### src/rtl/awtag_pkg.sv
package awtag_pkg;

   typedef enum logic [1:0] {
      SRC_WB = 2'd0,
      SRC_FL = 2'd1,
      SRC_UC = 2'd2
   } src_e;

   localparam int unsigned NUM_SRC = 3;

   function automatic src_e next_src(input src_e s, input int unsigned step);
      return src_e'(2'((int'(s) + int'(step)) % NUM_SRC));
   endfunction

endpackage

### src/rtl/awtag_rr_arb.sv
module awtag_rr_arb
   import awtag_pkg::*;
(
   input  logic       clk,
   input  logic       rst_n,
   input  logic [2:0] req_i,
   input  logic       ready_i,
   output logic       valid_o,
   output src_e       sel_o,
   output logic [2:0] gnt_o
);

   src_e last_q;
   src_e own_q;
   logic lock_q;
   src_e pick;

   always_comb begin
      pick = next_src(last_q, 1);
      for (int k = NUM_SRC; k >= 1; k--) begin
         if (req_i[next_src(last_q, k)]) pick = next_src(last_q, k);
      end
   end

   assign sel_o   = lock_q ? own_q : pick;
   assign valid_o = lock_q ? req_i[own_q] : (|req_i);

   for (genvar g = 0; g < NUM_SRC; g++) begin : g_gnt
      assign gnt_o[g] = valid_o && ready_i && (sel_o == src_e'(g));
   end

   always_ff @(posedge clk or negedge rst_n) begin
      if (!rst_n) begin
         last_q <= SRC_UC;
         own_q  <= SRC_WB;
         lock_q <= 1'b0;
      end else if (valid_o && ready_i) begin
         last_q <= sel_o;
         lock_q <= 1'b0;
      end else if (valid_o) begin
         own_q  <= sel_o;
         lock_q <= 1'b1;
      end
   end

   AST_GNT_ONEHOT: assert property (@(posedge clk) disable iff (!rst_n)
      $onehot0(gnt_o));
   AST_GNT_HAS_REQ: assert property (@(posedge clk) disable iff (!rst_n)
      |gnt_o |-> |(gnt_o & req_i));
   AST_HOLD_SEL: assert property (@(posedge clk) disable iff (!rst_n)
      valid_o && !ready_i |=> sel_o == $past(sel_o));

endmodule

### src/rtl/awtag_b_route.sv
module awtag_b_route #(
   parameter int unsigned ID_W = 4,
   localparam int unsigned IDX_W = ID_W - 1
) (
   input  logic             clk,
   input  logic             rst_n,
   input  logic             b_valid_i,
   input  logic [ID_W-1:0]  b_id_i,
   output logic             wb_o,
   output logic             fl_o,
   output logic             uc_o,
   output logic [IDX_W-1:0] entry_o
);

   logic top_bit;
   logic all_set;

   assign top_bit = b_id_i[ID_W-1];
   assign all_set = &b_id_i;
   assign wb_o    = b_valid_i && !top_bit;
   assign uc_o    = b_valid_i && all_set;
   assign fl_o    = b_valid_i && top_bit && !all_set;
   assign entry_o = b_id_i[IDX_W-1:0];

   AST_ONE_ROUTE: assert property (@(posedge clk) disable iff (!rst_n)
      b_valid_i |-> $countones({wb_o, fl_o, uc_o}) == 1);
   AST_NO_ROUTE_IDLE: assert property (@(posedge clk) disable iff (!rst_n)
      !b_valid_i |-> !(wb_o || fl_o || uc_o));

endmodule

### src/rtl/awtag_wr_id_mux.sv
module awtag_wr_id_mux
   import awtag_pkg::*;
#(
   parameter int unsigned ID_W       = 4,
   parameter int unsigned ADDR_W     = 32,
   parameter int unsigned WB_ENTRIES = 8,
   parameter int unsigned FL_ENTRIES = 7,
   localparam int unsigned IDX_W     = ID_W - 1
) (
   input  logic              clk,
   input  logic              rst_n,
   input  logic              wb_req,
   input  logic [IDX_W-1:0]  wb_entry,
   input  logic [ADDR_W-1:0] wb_addr,
   output logic              wb_gnt,
   input  logic              fl_req,
   input  logic [IDX_W-1:0]  fl_entry,
   input  logic [ADDR_W-1:0] fl_addr,
   output logic              fl_gnt,
   input  logic              uc_req,
   input  logic [ADDR_W-1:0] uc_addr,
   output logic              uc_gnt,
   output logic              aw_valid,
   input  logic              aw_ready,
   output logic [ID_W-1:0]   aw_id,
   output logic [ADDR_W-1:0] aw_addr,
   input  logic              b_valid,
   input  logic [ID_W-1:0]   b_id,
   output logic              wb_b_valid,
   output logic              fl_b_valid,
   output logic              uc_b_valid,
   output logic [IDX_W-1:0]  b_entry
);

   localparam int unsigned HALF_SPACE = 1 << IDX_W;

   if (ID_W < 2) begin : g_bad_id
      $error("ID_W must be at least 2");
   end
   if (FL_ENTRIES == 0 || FL_ENTRIES > HALF_SPACE - 1) begin : g_bad_fl
      $error("FL_ENTRIES must be 1..2**(ID_W-1)-1 so no flush ID is all ones");
   end
   if (WB_ENTRIES == 0 || WB_ENTRIES > HALF_SPACE) begin : g_bad_wb
      $error("WB_ENTRIES must be 1..2**(ID_W-1)");
   end

   src_e       sel;
   logic [2:0] gnt;

   awtag_rr_arb u_arb (
      .clk     (clk),
      .rst_n   (rst_n),
      .req_i   ({uc_req, fl_req, wb_req}),
      .ready_i (aw_ready),
      .valid_o (aw_valid),
      .sel_o   (sel),
      .gnt_o   (gnt)
   );

   assign wb_gnt = gnt[SRC_WB];
   assign fl_gnt = gnt[SRC_FL];
   assign uc_gnt = gnt[SRC_UC];

   always_comb begin
      unique case (sel)
         SRC_WB: begin
            aw_id   = {1'b0, wb_entry};
            aw_addr = wb_addr;
         end
         SRC_FL: begin
            aw_id   = {1'b1, fl_entry};
            aw_addr = fl_addr;
         end
         default: begin
            aw_id   = '1;
            aw_addr = uc_addr;
         end
      endcase
   end

   awtag_b_route #(.ID_W(ID_W)) u_route (
      .clk       (clk),
      .rst_n     (rst_n),
      .b_valid_i (b_valid),
      .b_id_i    (b_id),
      .wb_o      (wb_b_valid),
      .fl_o      (fl_b_valid),
      .uc_o      (uc_b_valid),
      .entry_o   (b_entry)
   );

   AST_FL_ENTRY_RANGE: assert property (@(posedge clk) disable iff (!rst_n)
      fl_req |-> 32'(fl_entry) < FL_ENTRIES);
   AST_FL_NOT_ALLONES: assert property (@(posedge clk) disable iff (!rst_n)
      fl_gnt |-> aw_id != '1);
   AST_UC_ALLONES: assert property (@(posedge clk) disable iff (!rst_n)
      uc_gnt |-> &aw_id);
   AST_WB_MSB_ZERO: assert property (@(posedge clk) disable iff (!rst_n)
      wb_gnt |-> !aw_id[ID_W-1]);

endmodule

### config.mk
export PLATFORM = sky130hd
export DESIGN_NAME = awtag_wr_id_mux
export DESIGN_NICKNAME = d
export VERILOG_FILES = /design/src/rtl/awtag_pkg.sv /design/src/rtl/awtag_rr_arb.sv /design/src/rtl/awtag_b_route.sv /design/src/rtl/awtag_wr_id_mux.sv
export SDC_FILE = /design/constraint.sdc
export NUM_CORES = 1
export LEC_CHECK = 0
export ABC_CLOCK_PERIOD_IN_PS = 5680
export BUFFER_PORTS_ARGS = -buffer_cell sky130_fd_sc_hd__clkbuf_2
export CAP_MARGIN = 20
export CORE_MARGIN = 5
export CORE_UTILIZATION = 40
export DETAILED_ROUTE_END_ITERATION = 10
export PLACE_DENSITY = 0.88
export SYNTH_ARGS = -nofsm -noshare
export SYNTH_HDL_FRONTEND = slang
export SYNTH_SLANG_ARGS = --single-unit
### constraint.sdc
create_clock -name clk -period 5.68 [get_ports clk]
set_input_delay 1.136 -clock clk [delete_from_list [all_inputs] [get_ports clk]]
set_output_delay 1.136 -clock clk [all_outputs]
set_load 0.005 [all_outputs]
Word-level counts from Yosys, hierarchy flattened
Cells that the tools add are included.
{"block": "totals", "regBits": 5, "in_bits": 113, "out_inout_bits": 46, "wordCells": 48}
{"block": "classes", "addsub": 3, "n_div": 3, "n_lt_le_gt_ge": 4, "n_eq_ne": 2, "n_mux": 17, "bitwise_logic": 1, "reduce_logical": 15}
{"op": "$mod A32 B2 Y32 const B", "count": 3}
{"op": "$pmux W32 S2", "count": 1}
{"op": "$lt A2 B3 Y1 const B", "count": 4}
{"op": "$bmux W1 S2", "count": 4}
{"op": "$logic_and A1 B1 Y1", "count": 8}
{"op": "$mux W2", "count": 4}
{"op": "$pmux W4 S2", "count": 1}
{"op": "$mux W1", "count": 7}
{"op": "$add A2 B2 Y3 const B", "count": 2}
{"op": "$reduce_and A4 Y1", "count": 1}
{"op": "$add A2 B1 Y3 const B", "count": 1}
{"op": "$reduce_or A3 Y1", "count": 1}
{"op": "$eq A2 B1 Y1 const B", "count": 1}
{"op": "$eq A2 B2 Y1 const B", "count": 1}
{"op": "$logic_not A1 Y1", "count": 2}
{"op": "$logic_not A2 Y1", "count": 1}
{"op": "$reduce_and A2 Y1", "count": 1}
{"op": "$reduce_bool A2 Y1", "count": 1}
{"op": "$not A1 Y1", "count": 1}

Depth between registers and ports, before layout
Gate-level depths: netlist of the first run.
{"block": "logic_depth", "depth_word": 10, "mapped_depth": 10, "depth_no_buf": 7}

By module
Synthesis of the first run repeated with hierarchy kept, for this count alone.
{"block": "unflattened", "hier_cells": 182, "area_unflattened_um2": 1310.0}
{"mod": "awtag_wr_id_mux", "n_inst": 1, "cells_per_inst": 115, "area_per_inst_um2": 755.7, "seq_area_each_um2": 0.0}
{"mod": "awtag_rr_arb", "n_inst": 1, "cells_per_inst": 59, "area_per_inst_um2": 501.7, "seq_area_each_um2": 126.4}
{"mod": "awtag_b_route", "n_inst": 1, "cells_per_inst": 8, "area_per_inst_um2": 52.6, "seq_area_each_um2": 0.0}

Worst setup path after synthesis of the first run
OpenSTA, ideal clock, no wires.
{"block": "synth_path", "path_type": "input -> output", "from": "input fl_req", "to": "output aw_addr[10]", "t_arrival_ps": 2626, "required_time_ps": 4544, "path_slack_ps": 1918, "path_stages": 8, "n_path_buf": 3, "cell_sequence": "buf_4 > and2_1 > o221ai_2 > a211o_1 > o31a_1 > buf_6 > buf_6 > o221ai_2"}
{"block": "synth_via", "elab_chain_len": 8, "word_cells_on_any_way": 13, "cone_classes": "eq/ne (1); mux (11); reduce/logical (1)"}
{"element": "from (decl)", "line_no": "awtag_wr_id_mux.sv:16", "text": "input logic fl_req,"}
{"element": "$bmux W1 S2", "line_no": "awtag_rr_arb.sv:21", "text": "if (req_i[next_src(last_q, k)]) pick = next_src(last_q, k);"}
{"element": "$mux W1 (implied by the code)", "line_no": "awtag_rr_arb.sv:21"}
{"element": "$mux W2 (2 in a row)", "line_no": "awtag_rr_arb.sv:21"}
{"element": "$mux W2 (*)", "line_no": "awtag_rr_arb.sv:21"}
{"element": "$mux W2 (*)", "line_no": "awtag_rr_arb.sv:25", "text": "assign sel_o = lock_q ? own_q : pick;"}
{"element": "$eq A2 B1 Y1 / $logic_not A2 Y1 (equally long branches)", "line_no": "awtag_wr_id_mux.sv:65", "text": "unique case (sel)"}
{"element": "$pmux W32 S2 (*)", "line_no": "awtag_wr_id_mux.sv:65"}
{"element": "to (decl)", "line_no": "awtag_wr_id_mux.sv:26", "text": "output logic [ADDR_W-1:0] aw_addr,"}
Mark *: on every way between the ends. The rest lies on a longest branch, timed or not. The select of a mux whose other input is x is not followed.

Final worst setup path of the first run
{"block": "layout_path", "from": "input fl_req", "to": "output aw_addr[0]"}
The elaborated chain is that of the path after synthesis.

==> results by group, run 1 <==
Pwr
  – Total power divided by cell area: 566 mW/mm^2
  – Worst ir drop on vdd: 0.418 mV
  – Static Leak: 1.30 nW

Detailed routing
  – Via count: 2336
  – Aggregate routed wire length: 6400 um
  – Antenna Violating Nets Remaining: 0
  – Iteration-0 DRC count of the detailed router: 78
  – Detail-routed net length per standard cell: 15.4 um
  – Count of unresolved DRC violations after routing: 0
  – Via density per instance: 5.60
  – Initial DRT Pass Iterations: 4

STA
  – Unrepaired setup endpoints after global routing: no
  – Final count of pins violating max slew: 0
  – Final critical delay including setup and external delays: 4.64 ns
  – Max Freq: 216 MHz
  – Worst-case clock skew: 0.00257 ns
  – Max-slew headroom at the worst pin: 0.597
  – Total of endpoints with negative setup slack in the final report: 0
  – Final Cycle Share: 0.817
  – Total count of hold-check failures in the final report: 0
  – Final-layout setup total negative slack: 0 ns
  – Worst Tran Pin Value: 0.603 ns

Floorplan
  – Standard cell core area: 0.00397 mm^2
  – Starting density of the core: 0.411
  – Vertical die dimension: 73.9 um
  – Die Width: 73.9 um
  – Full die area: 0.00546 mm^2
  – Num ports: 159
  – Num rows: 23

Clock network
  – CTS Root Buffer Type: clkbuf_8
  – H-tree lvl count: 1
  – Clock tree sinks: 5
  – CTS Hold Bufs: 0
  – Clock transition at the registers of the reported paths: 0.04 ns
  – Maximum root-to-sink buffer count: 2
  – Buffer count from post-CTS setup fixing: 0
  – Number of CTS-inserted buffers: 3
  – CTS tree: built
  – Later-pin clock latency in the skew report: 0.22 ns
  – Cts repair resizes: 0

Place
  – Final estimated routing congestion in global placement: 0.793
  – Placed wire-length estimate after detailed placement: 5100 um
  – Placement Cell Area: 0.00241 mm^2
  – Number of port buffers: 158

Synthesis
  – Number of distinct library cells after synthesis: 38
  – Async set-reset flop share out of synthesis: 1.00
  – Largest family of logic cells by synthesized area: compound AO/OA/AOI/OAI gates
  – Mean post-synth cell area: 7.20 um^2
  – Share of the yosys chip area belonging to registers: 0.0773
  – Cell area after synthesis: 0.00163 mm^2
  – Post-synthesis compound-gate area fraction: 0.482
  – Synthesized-area fraction occupied by xor and xnor cells: 0
  – Number of enable flip-flop cells after synthesis: 0
  – Post-synthesis adder-cell area fraction: 0.0230
  – Yosys reg bits: 5
  – Mux cell area share after synthesis: 0.0459
  – Synthesized net count: 343
  – Post-synth top flop: dfrtp_1
  – Area share of and/or/nand/nor cells after synthesis: 0.189
  – Number of synthesis warnings: 0
  – Post-synthesis instance total: 227

Worst setup path
  – Data required time at the worst endpoint: 4.54 ns
  – Worst Setup Start Kind: input port
  – Critical setup path kind: in -> out
  – Ordered list of cells on the worst path: clkbuf_2, nand2b_1, a221oi_1, a211o_1, buf_4, o31a_2, buf_12, o221ai_1, clkbuf_2
  – Maximum single-stage delay on the critical path: 0.53 ns
  – CP most frequent cell: clkbuf_2
  – Critical path peak fanout: 33
  – Slowest cell on the critical path: o31a_2
  – Critical Path End Type: output port
  – Data arrival time of the critical path: 3.50 ns

Global routing
  – Total routing resource utilization after global routing: 0.214
  – Wire length of the first global-routing pass: 9530 um
  – Number of global-route vias before repair: 2268
  – Pin count of the biggest net entering global routing: 35
  – Number of antenna violations at the first check in global routing: 0
  – Global-route congestion overflow total: 0

Layout
  – Diodes inserted: 0
  – Design area: 0.00246 mm^2
  – Most common cell after layout, fill and taps aside: clkbuf_2
  – Final-stage net count: 484
  – Fraction of layout cells with a size suffix above 1: 0.556
  – End-of-flow core utilization: 0.619
  – Combined area of the multi-input logic cells: 0.00123 mm^2
  – Commonest cells after routing, fill and taps aside: clkbuf_2, inv_1, nand3_1, o21ai_0, o221ai_2
  – Flip-flop and latch area: 126 um^2
  – Number of inserted filler cells in the final layout: 369
  – Layout overhead on the synthesized area: 50.4%

Run
  – Max_cap viols: 0

Worst hold path
  – Hold Crit Class: reg -> reg

Run status
  – Outcome: finished clean
-- final timing paths --
path                                              from                           to  slack (ns)  depth (start not counted)
max in group asynchronous                        rst_n  u_arb.last_q[1]$_DFFE_PN1P_        4.74                          1
min                        u_arb.last_q[0]$_DFFE_PN0P_  u_arb.last_q[0]$_DFFE_PN0P_        0.55                          1
min in group asynchronous                        rst_n  u_arb.last_q[0]$_DFFE_PN0P_        0.72                          1
max                                             fl_req                   aw_addr[0]        1.04                          9
max reg2reg                u_arb.last_q[1]$_DFFE_PN1P_   u_arb.own_q[1]$_DFFE_PN0P_        3.35                          6
min reg2reg                u_arb.last_q[0]$_DFFE_PN0P_  u_arb.last_q[0]$_DFFE_PN0P_        0.55                          1
-- Yosys cell counts (3+ instances only) --
master,count,area share
inv_1,38,0.087
nand3_1,33,0.10
o21ai_0,32,0.098
o221ai_2,30,0.28
clkbuf_1,17,0.039
nand2_1,8,0.018
nor2b_1,6,0.023
buf_4,5,0.023
nor2_1,5,0.011
buf_6,4,0.028
dfrtp_1,4,0.061
a21oi_1,3,0.0092
ha_1,3,0.023
mux2i_1,3,0.018
nand2b_1,3,0.011
o221ai_1,3,0.016
o32a_1,3,0.018
-- layer usage --
layer | global-route usage | vias up | share of wire
met5 | 0 | - | 0
met3 | 0.0301 | 22 | 0.090
met4 | 0.109 | 0 | 0.026
met1 | 0.219 | 1070 | 0.34
met2 | 0.415 | 128 | 0.54
li1 | - | 1116 | -
-- metrics by stage --
| step | cells | hold WS [ns] | power (mW) | setup slack (ns) |
|---|---|---|---|---|
| 2_1_floorplan | 227 | 0.509 | 0.934 | 1.92 |
| 3_3_place_gp | 413 | 0.525 | 1.30 | 1.12 |
| 3_5_place_dp | 413 | 0.539 | 1.34 | 1.00 |
| 4_1_cts | 417 | 0.547 | 1.41 | 1.01 |
| 5_1_grt | 417 | 0.560 | 1.53 | 0.858 |
| 6_report | 417 | 0.546 | 1.39 | 1.04 |
-- layout make-up --
cell class / instances / share of cell area
Clock buffer: 4 / 0.0183
Timing Repair Buffer: 164 / 0.345
Tap cell: 50 / 0.0255
Multi-Input combinational cell: 156 / 0.502
Inverter: 38 / 0.0580
Sequential cell: 5 / 0.0514
-- power by group --
group | switching (mW) | internal, mW
clock network | 0.0175 | 0.0482
logic | 0.710 | 0.537
registers | 0.0220 | 0.0557
total | 0.750 | 0.641
-- critical path, delay by kind of cell --
kind                   cells  cell delay, ns
buffers and inverters      4            0.85
AND/OR/NAND/NOR            1            0.16
AO/OA/AOI/OAI              4            1.34
-- logic make-up after synthesis --
logic type | count (synthesis)
fa+ha+maj | 3
compound gates | 85
flops | 5
simple gates | 61
mux | 7
buf+inv | 66
-- sequential cells by signal, indices dropped and copies added (netlist names) --
name          count
u_arb.last_q      2
u_arb.own_q       2
u_arb.lock_q      1
Power figures use the tool's default switching activity.
==> run 2, diff against run 1 <==
- ABC_CLOCK_PERIOD_IN_PS: 5680 -> 4700
- CORE_UTILIZATION: 40 -> 37
- PLACE_DENSITY: 0.88 -> 0.82
- clock period: 5.68 -> 4.7 ns (I/O delays scaled with it)
==> results by group, run 2 (synthesized netlist as in run 1, its figures left out) <==
Worst setup path
  – Data arrival time of the critical path: 2.96 ns
  – Worst reg2reg path depth: 6
  – Worst Setup Start Kind: input port
  – Data required time at the worst endpoint: 3.76 ns
  – Endpoint of the worst-slack reg-to-reg timing path: u_arb.own_q[1]$_DFFE_PN0P_
  – Critical Path End Type: output port
  – Critical path peak fanout: 21
  – R2R Setup Slk: 2.04 ns
  – Critical register-to-register path startpoint: u_arb.last_q[1]$_DFFE_PN1P_
  – Critical setup path kind: in -> out

STA
  – Max Freq: 256 MHz
  – Final Cycle Share: 0.831
  – Final critical delay including setup and external delays: 3.90 ns
  – Final count of pins violating max slew: 0
  – Worst Tran Pin Value: 0.698 ns
  – Worst-case clock skew: 0.00505 ns
  – Final-layout setup total negative slack: 0 ns
  – Unrepaired setup endpoints after global routing: no
  – Total of endpoints with negative setup slack in the final report: 0
  – Total count of hold-check failures in the final report: 0
  – Max-slew headroom at the worst pin: 0.533

Pwr
  – Static Leak: 1.31 nW
  – Worst ir drop on vdd: 0.479 mV
  – Total power divided by cell area: 696 mW/mm^2

Clock network
  – CTS Hold Bufs: 0
  – Clock tree sinks: 5
  – Maximum root-to-sink buffer count: 2
  – Number of CTS-inserted buffers: 3
  – H-tree lvl count: 1
  – Clock transition at the registers of the reported paths: 0.04 ns
  – CTS Root Buffer Type: clkbuf_8
  – CTS tree: built
  – Cts repair resizes: 0
  – Buffer count from post-CTS setup fixing: 0
  – Later-pin clock latency in the skew report: 0.23 ns

Worst hold path
  – Hold Crit Class: in -> async

Layout
  – Final-stage net count: 485
  – Design area: 0.00248 mm^2
  – Fraction of layout cells with a size suffix above 1: 0.557
  – Most common cell after layout, fill and taps aside: clkbuf_2
  – Final Non-Filler Cells: 420
  – Diodes inserted: 0
  – Layout overhead on the synthesized area: 51.8%
  – Commonest cells after routing, fill and taps aside: clkbuf_2, inv_1, nand3_1, o21ai_0, o221ai_2
  – Largest registers: u_arb.last_q x2, u_arb.own_q x2, u_arb.lock_q x1
  – End-of-flow core utilization: 0.573

Place
  – Number of port buffers: 158
  – Placement Cell Area: 0.00243 mm^2
  – Final estimated routing congestion in global placement: 0.865
  – Placed wire-length estimate after detailed placement: 5300 um
  – Placed instance count: 416

Detailed routing
  – Initial DRT Pass Iterations: 4
  – Via count: 2295
  – Via density per instance: 5.46
  – Count of unresolved DRC violations after routing: 0
  – Antenna Violating Nets Remaining: 0
  – Iteration-0 DRC count of the detailed router: 116
  – Aggregate routed wire length: 6730 um
  – Detail-routed net length per standard cell: 16.0 um

Global routing
  – Total routing resource utilization after global routing: 0.218
  – Number of global-route vias before repair: 2329
  – Number of antenna violations at the first check in global routing: 0
  – Global-route congestion overflow total: 0
  – Wire length of the first global-routing pass: 10900 um
  – Pin count of the biggest net entering global routing: 35

Floorplan
  – Num ports: 159
  – Num rows: 24
  – Standard cell core area: 0.00432 mm^2
  – Full die area: 0.00585 mm^2
  – Vertical die dimension: 76.5 um
  – Die Width: 76.5 um
  – Starting density of the core: 0.378

Run
  – Max_cap viols: 0

Run status
  – Outcome: finished clean
==> run 2: critical path, cell delays in order <==
cell	delay, ns
clkbuf_2	0.15
nand2b_1	0.16
a221oi_1	0.50
a211o_1	0.19
o31a_2	0.46
buf_12	0.25
o221ai_1	0.13
clkbuf_2	0.16
==> run 2: cell type report <==
type	instances	area, um^2
fillers	408	1840
multi-input cells	156	1230
repair buffers	165	868
inverters	38	143
flip-flops and latches	5	126
well taps	52	65.1
clock buffers	4	45.0
==> run 2: report_power, final <==
group	leakage (nW)	internal, mW	switching [mW]
clock	0.0228	0.0585	0.0238
combinational	1.23	0.668	0.882
sequential	0.0578	0.0673	0.0266
total	1.31	0.794	0.933
==> run 2: metrics by stage <==
step	worst slack [ns]	power [mW]	hold slack, ns
final	0.795	1.73	0.518
after global routing	0.605	1.91	0.525
after CTS	0.761	1.75	0.518
after detailed placement	0.769	1.66	0.537
after global placement	0.827	1.62	0.527
after floorplan	1.33	1.13	0.509
==> run 2: worst max path at each step <==
stage                      start     endpoint  cells past startpoint
after global routing      fl_req   aw_addr[0]                      8
after floorplan           fl_req  aw_addr[10]                      8
after detailed placement  fl_req   aw_addr[0]                      8
after global placement    fl_req   aw_addr[0]                      8
final                     fl_req   aw_addr[0]                      8
after CTS                 fl_req   aw_addr[0]                      8
==> run 2: metal layers <==
| layer | wire length, um | track usage | vias to the layer above |
|---|---|---|---|
| li1 | - | - | 1115 |
| met1 | 2490 | 0.237 | 1043 |
| met2 | 3510 | 0.404 | 115 |
| met3 | 489 | 0.0390 | 22 |
| met4 | 240 | 0.0962 | 0 |
| met5 | 0 | 0 | - |
==> run 3, diff against run 2 <==
- ABC_AREA: unset -> 1
- ABC_CLOCK_PERIOD_IN_PS: 4700 -> 3900
- CORE_UTILIZATION: 37 -> 35
- clock period: 4.7 -> 3.9 ns (I/O delays scaled with it)
==> results by group, run 3 <==
Worst setup path
  – Buffers and inverters on the worst path: 4
  – Critical setup path kind: reg -> out
  – Data arrival time of the critical path: 2.55 ns
  – CP most frequent cell: nand2_1
  – Critical path peak fanout: 22
  – Ordered list of cells on the worst path: inv_1, ha_1, inv_1, nand2_1, nand3_2, nand2_1, nand2_1, nand3_1, nand2_1, nand2_1, nand2_1, nand2_4, nand2_2, buf_12, nand3_1, nand3_1, clkbuf_2
  – Data required time at the worst endpoint: 3.12 ns
  – Critical Path End Type: output port
  – Worst Setup Start Kind: register
  – Maximum single-stage delay on the critical path: 0.53 ns
  – Dominant delay contributor by cell family on the critical path: simple AND/OR/NAND/NOR gates
  – Worst reg2reg path depth: 13
  – Logic depth of the worst path, buffers included: 17
  – Slowest cell on the critical path: dfstp_2

Floorplan
  – Starting density of the core: 0.363
  – Num rows: 23
  – Full die area: 0.00554 mm^2
  – Die Width: 74.5 um
  – Num ports: 159
  – Standard cell core area: 0.00400 mm^2
  – Vertical die dimension: 74.5 um

Pwr
  – Total power divided by cell area: 962 mW/mm^2
  – Switch share: 0.579
  – Combinational share of power: 0.913
  – Reg power frac: 0.044
  – Worst ir drop on vdd: 0.463 mV
  – Reported net switching power: 1.27 mW
  – Cell Int Power: 919 uW
  – Power, Total: 2.18 mW
  – Static Leak: 1.36 nW
  – Fraction of power consumed by the clock network: 0.043

Synthesis
  – Post-synth top flop: dfrtp_1
  – Yosys top cell area share: 0.179
  – Library cell with the highest instance count after synthesis: nand2_1
  – Mean post-synth cell area: 5.75 um^2
  – Number of synthesis warnings: 0
  – Mux cell area share after synthesis: 0
  – Synthesized net count: 369
  – Leading cell types by count after synthesis: nand2_1, nand3_1, nand4_1, inv_1, nand3_2
  – Share of the yosys chip area belonging to registers: 0.0869
  – Post-synthesis adder-cell area fraction: 0.0258
  – Post-synthesis compound-gate area fraction: 0.0404
  – Cell accounting for the most synthesized area: nand3_1
  – Async set-reset flop share out of synthesis: 1.00
  – Largest family of logic cells by synthesized area: simple AND/OR/NAND/NOR gates
  – Number of distinct library cells after synthesis: 24
  – Cell area after synthesis: 0.00145 mm^2
  – Number of enable flip-flop cells after synthesis: 0
  – Synthesized-area fraction occupied by xor and xnor cells: 0
  – Yosys reg bits: 5
  – Biggest area contributors in the synthesized netlist: nand3_1, nand2_1, nand4_1
  – Area share of and/or/nand/nor cells after synthesis: 0.682
  – Post-synthesis instance total: 253

Layout
  – Largest registers: u_arb.last_q x2, u_arb.own_q x2, u_arb.lock_q x1
  – Layout overhead on the synthesized area: 56.2%
  – Fraction of layout cells with a size suffix above 1: 0.491
  – Final-stage net count: 514
  – Diodes inserted: 0
  – Final Non-Filler Cells: 447
  – Most common cell after layout, fill and taps aside: clkbuf_2
  – Commonest cells after routing, fill and taps aside: clkbuf_2, nand2_1, nand3_1, nand4_1, inv_1

Clock network
  – CTS Hold Bufs: 0
  – CTS Root Buffer Type: clkbuf_8
  – H-tree lvl count: 1
  – Buffer count from post-CTS setup fixing: 0
  – Clock transition at the registers of the reported paths: 0.04 ns
  – Clock tree sinks: 5
  – Number of CTS-inserted buffers: 3
  – CTS tree: built
  – Later-pin clock latency in the skew report: 0.22 ns
  – Maximum root-to-sink buffer count: 2
  – Cts repair resizes: 0

STA
  – Unrepaired setup endpoints after global routing: no
  – Final-layout setup total negative slack: 0 ns
  – Worst hold-check slack: 0.371 ns
  – Total count of hold-check failures in the final report: 0
  – Total of endpoints with negative setup slack in the final report: 0
  – Worst-case clock skew: 0.00311 ns
  – Final critical-path setup slack: 0.569 ns
  – Final count of pins violating max slew: 0
  – Max-slew headroom at the worst pin: 0.586
  – Final critical delay including setup and external delays: 3.33 ns
  – Final Cycle Share: 0.854
  – Max Freq: 300 MHz
  – Worst Tran Pin Value: 0.620 ns

Detailed routing
  – Aggregate routed wire length: 5800 um
  – Count of unresolved DRC violations after routing: 0
  – Antenna Violating Nets Remaining: 0
  – Iteration-0 DRC count of the detailed router: 86
  – Initial DRT Pass Iterations: 6
  – Via count: 2311
  – Via density per instance: 5.17
  – Detail-routed net length per standard cell: 13.0 um

Global routing
  – Global-route congestion overflow total: 0
  – Number of global-route vias before repair: 2186
  – Pin count of the biggest net entering global routing: 40
  – Number of antenna violations at the first check in global routing: 0
  – Wire length of the first global-routing pass: 8910 um
  – Total routing resource utilization after global routing: 0.197

Run
  – Max_cap viols: 0

Run status
  – Outcome: finished clean

Place
  – Worst-case setup slack after placement: 0.767 ns
  – Number of port buffers: 158
  – Placed instance count: 443
  – Placed wire-length estimate after detailed placement: 4700 um
  – Final estimated routing congestion in global placement: 0.941

Worst hold path
  – Hold Crit Class: in -> async
## run 3: cell count changes in the layout (fill, tap and decap cells not counted), moves of 3 or more
cell | previous run | this run
nand2_1 | 8 | 61
o221ai_2 | 30 | 0
nand2b_1 | 3 | 0
o221ai_1 | 3 | 0
o32a_1 | 3 | 0
nor2b_1 | 5 | 0
nand3_2 | 0 | 21
nand4_1 | 0 | 36
o21ai_0 | 32 | 5
nand3_1 | 33 | 52
inv_2 | 0 | 3
mux2i_1 | 3 | 0
inv_1 | 38 | 24
## run 3: kinds of logic after synthesis
kind of cell / count (synthesis)
simple gates: 183
compound gates: 11
flops: 5
buf+inv: 51
fa+ha+maj: 3
## run 3: area by class of cell
type                            instances  area [um^2]
Fill cell                             399         1730
Multi-Input combinational cell        197         1090
Timing Repair Buffer                  164          848
Sequential cell                         5          126
Inverter                               27          101
Tap cell                               50         62.6
Clock buffer                            4         45.0
## run 3: path summary, 6_finish.rpt
check / startpoint / end / slack [ns]
max: u_arb.last_q[1]$_DFFE_PN1P_ / aw_addr[26] / 0.57
min: rst_n / u_arb.last_q[0]$_DFFE_PN0P_ / 0.37
max reg2reg: u_arb.last_q[1]$_DFFE_PN1P_ / u_arb.last_q[1]$_DFFE_PN1P_ / 1.68
min reg2reg: u_arb.last_q[1]$_DFFE_PN1P_ / u_arb.last_q[1]$_DFFE_PN1P_ / 0.54
max in group asynchronous: rst_n / u_arb.last_q[1]$_DFFE_PN1P_ / 3.31
min in group clk: u_arb.last_q[1]$_DFFE_PN1P_ / u_arb.last_q[1]$_DFFE_PN1P_ / 0.54
## run 3: layer usage
| layer | global-route usage | vias to the layer above | routed length (um) |
|---|---|---|---|
| met2 | 0.393 | 122 | 2980 |
| met3 | 0.0257 | 2 | 630 |
| met4 | 0.0336 | 0 | 19 |
| met5 | 0 | - | 0 |
| met1 | 0.220 | 1021 | 2170 |
| li1 | - | 1166 | - |
## run 3: metrics by stage
stage | instance area [um^2] | utilization
after floorplan | 1450 | -
after detailed placement | 2230 | 0.556
after global routing | 2270 | 0.568
after CTS | 2270 | 0.568
final | 2270 | 0.568
after global placement | 2230 | 0.556
## run 3: worst reg2reg max path, delay by kind of cell, from the launching register on
kind / cells / cell delay [ns]
and+or+nand+nor: 8 / 0.65
buffers and inverters: 3 / 0.65
adders and majority gates: 1 / 0.22
AOI/OAI and AO/OA: 1 / 0.11
DFF: 1 / 0.53
## run 3: power by group through the flow
stage	clock network, mW	registers (mW)	logic [mW]
after global routing	0.101	0.0977	2.24
after floorplan	0	0.0910	1.37
after global placement	0	0.0939	2.00
final	0.0940	0.0950	2.00
after detailed placement	0	0.0948	2.02
after CTS	0.0958	0.0943	2.03
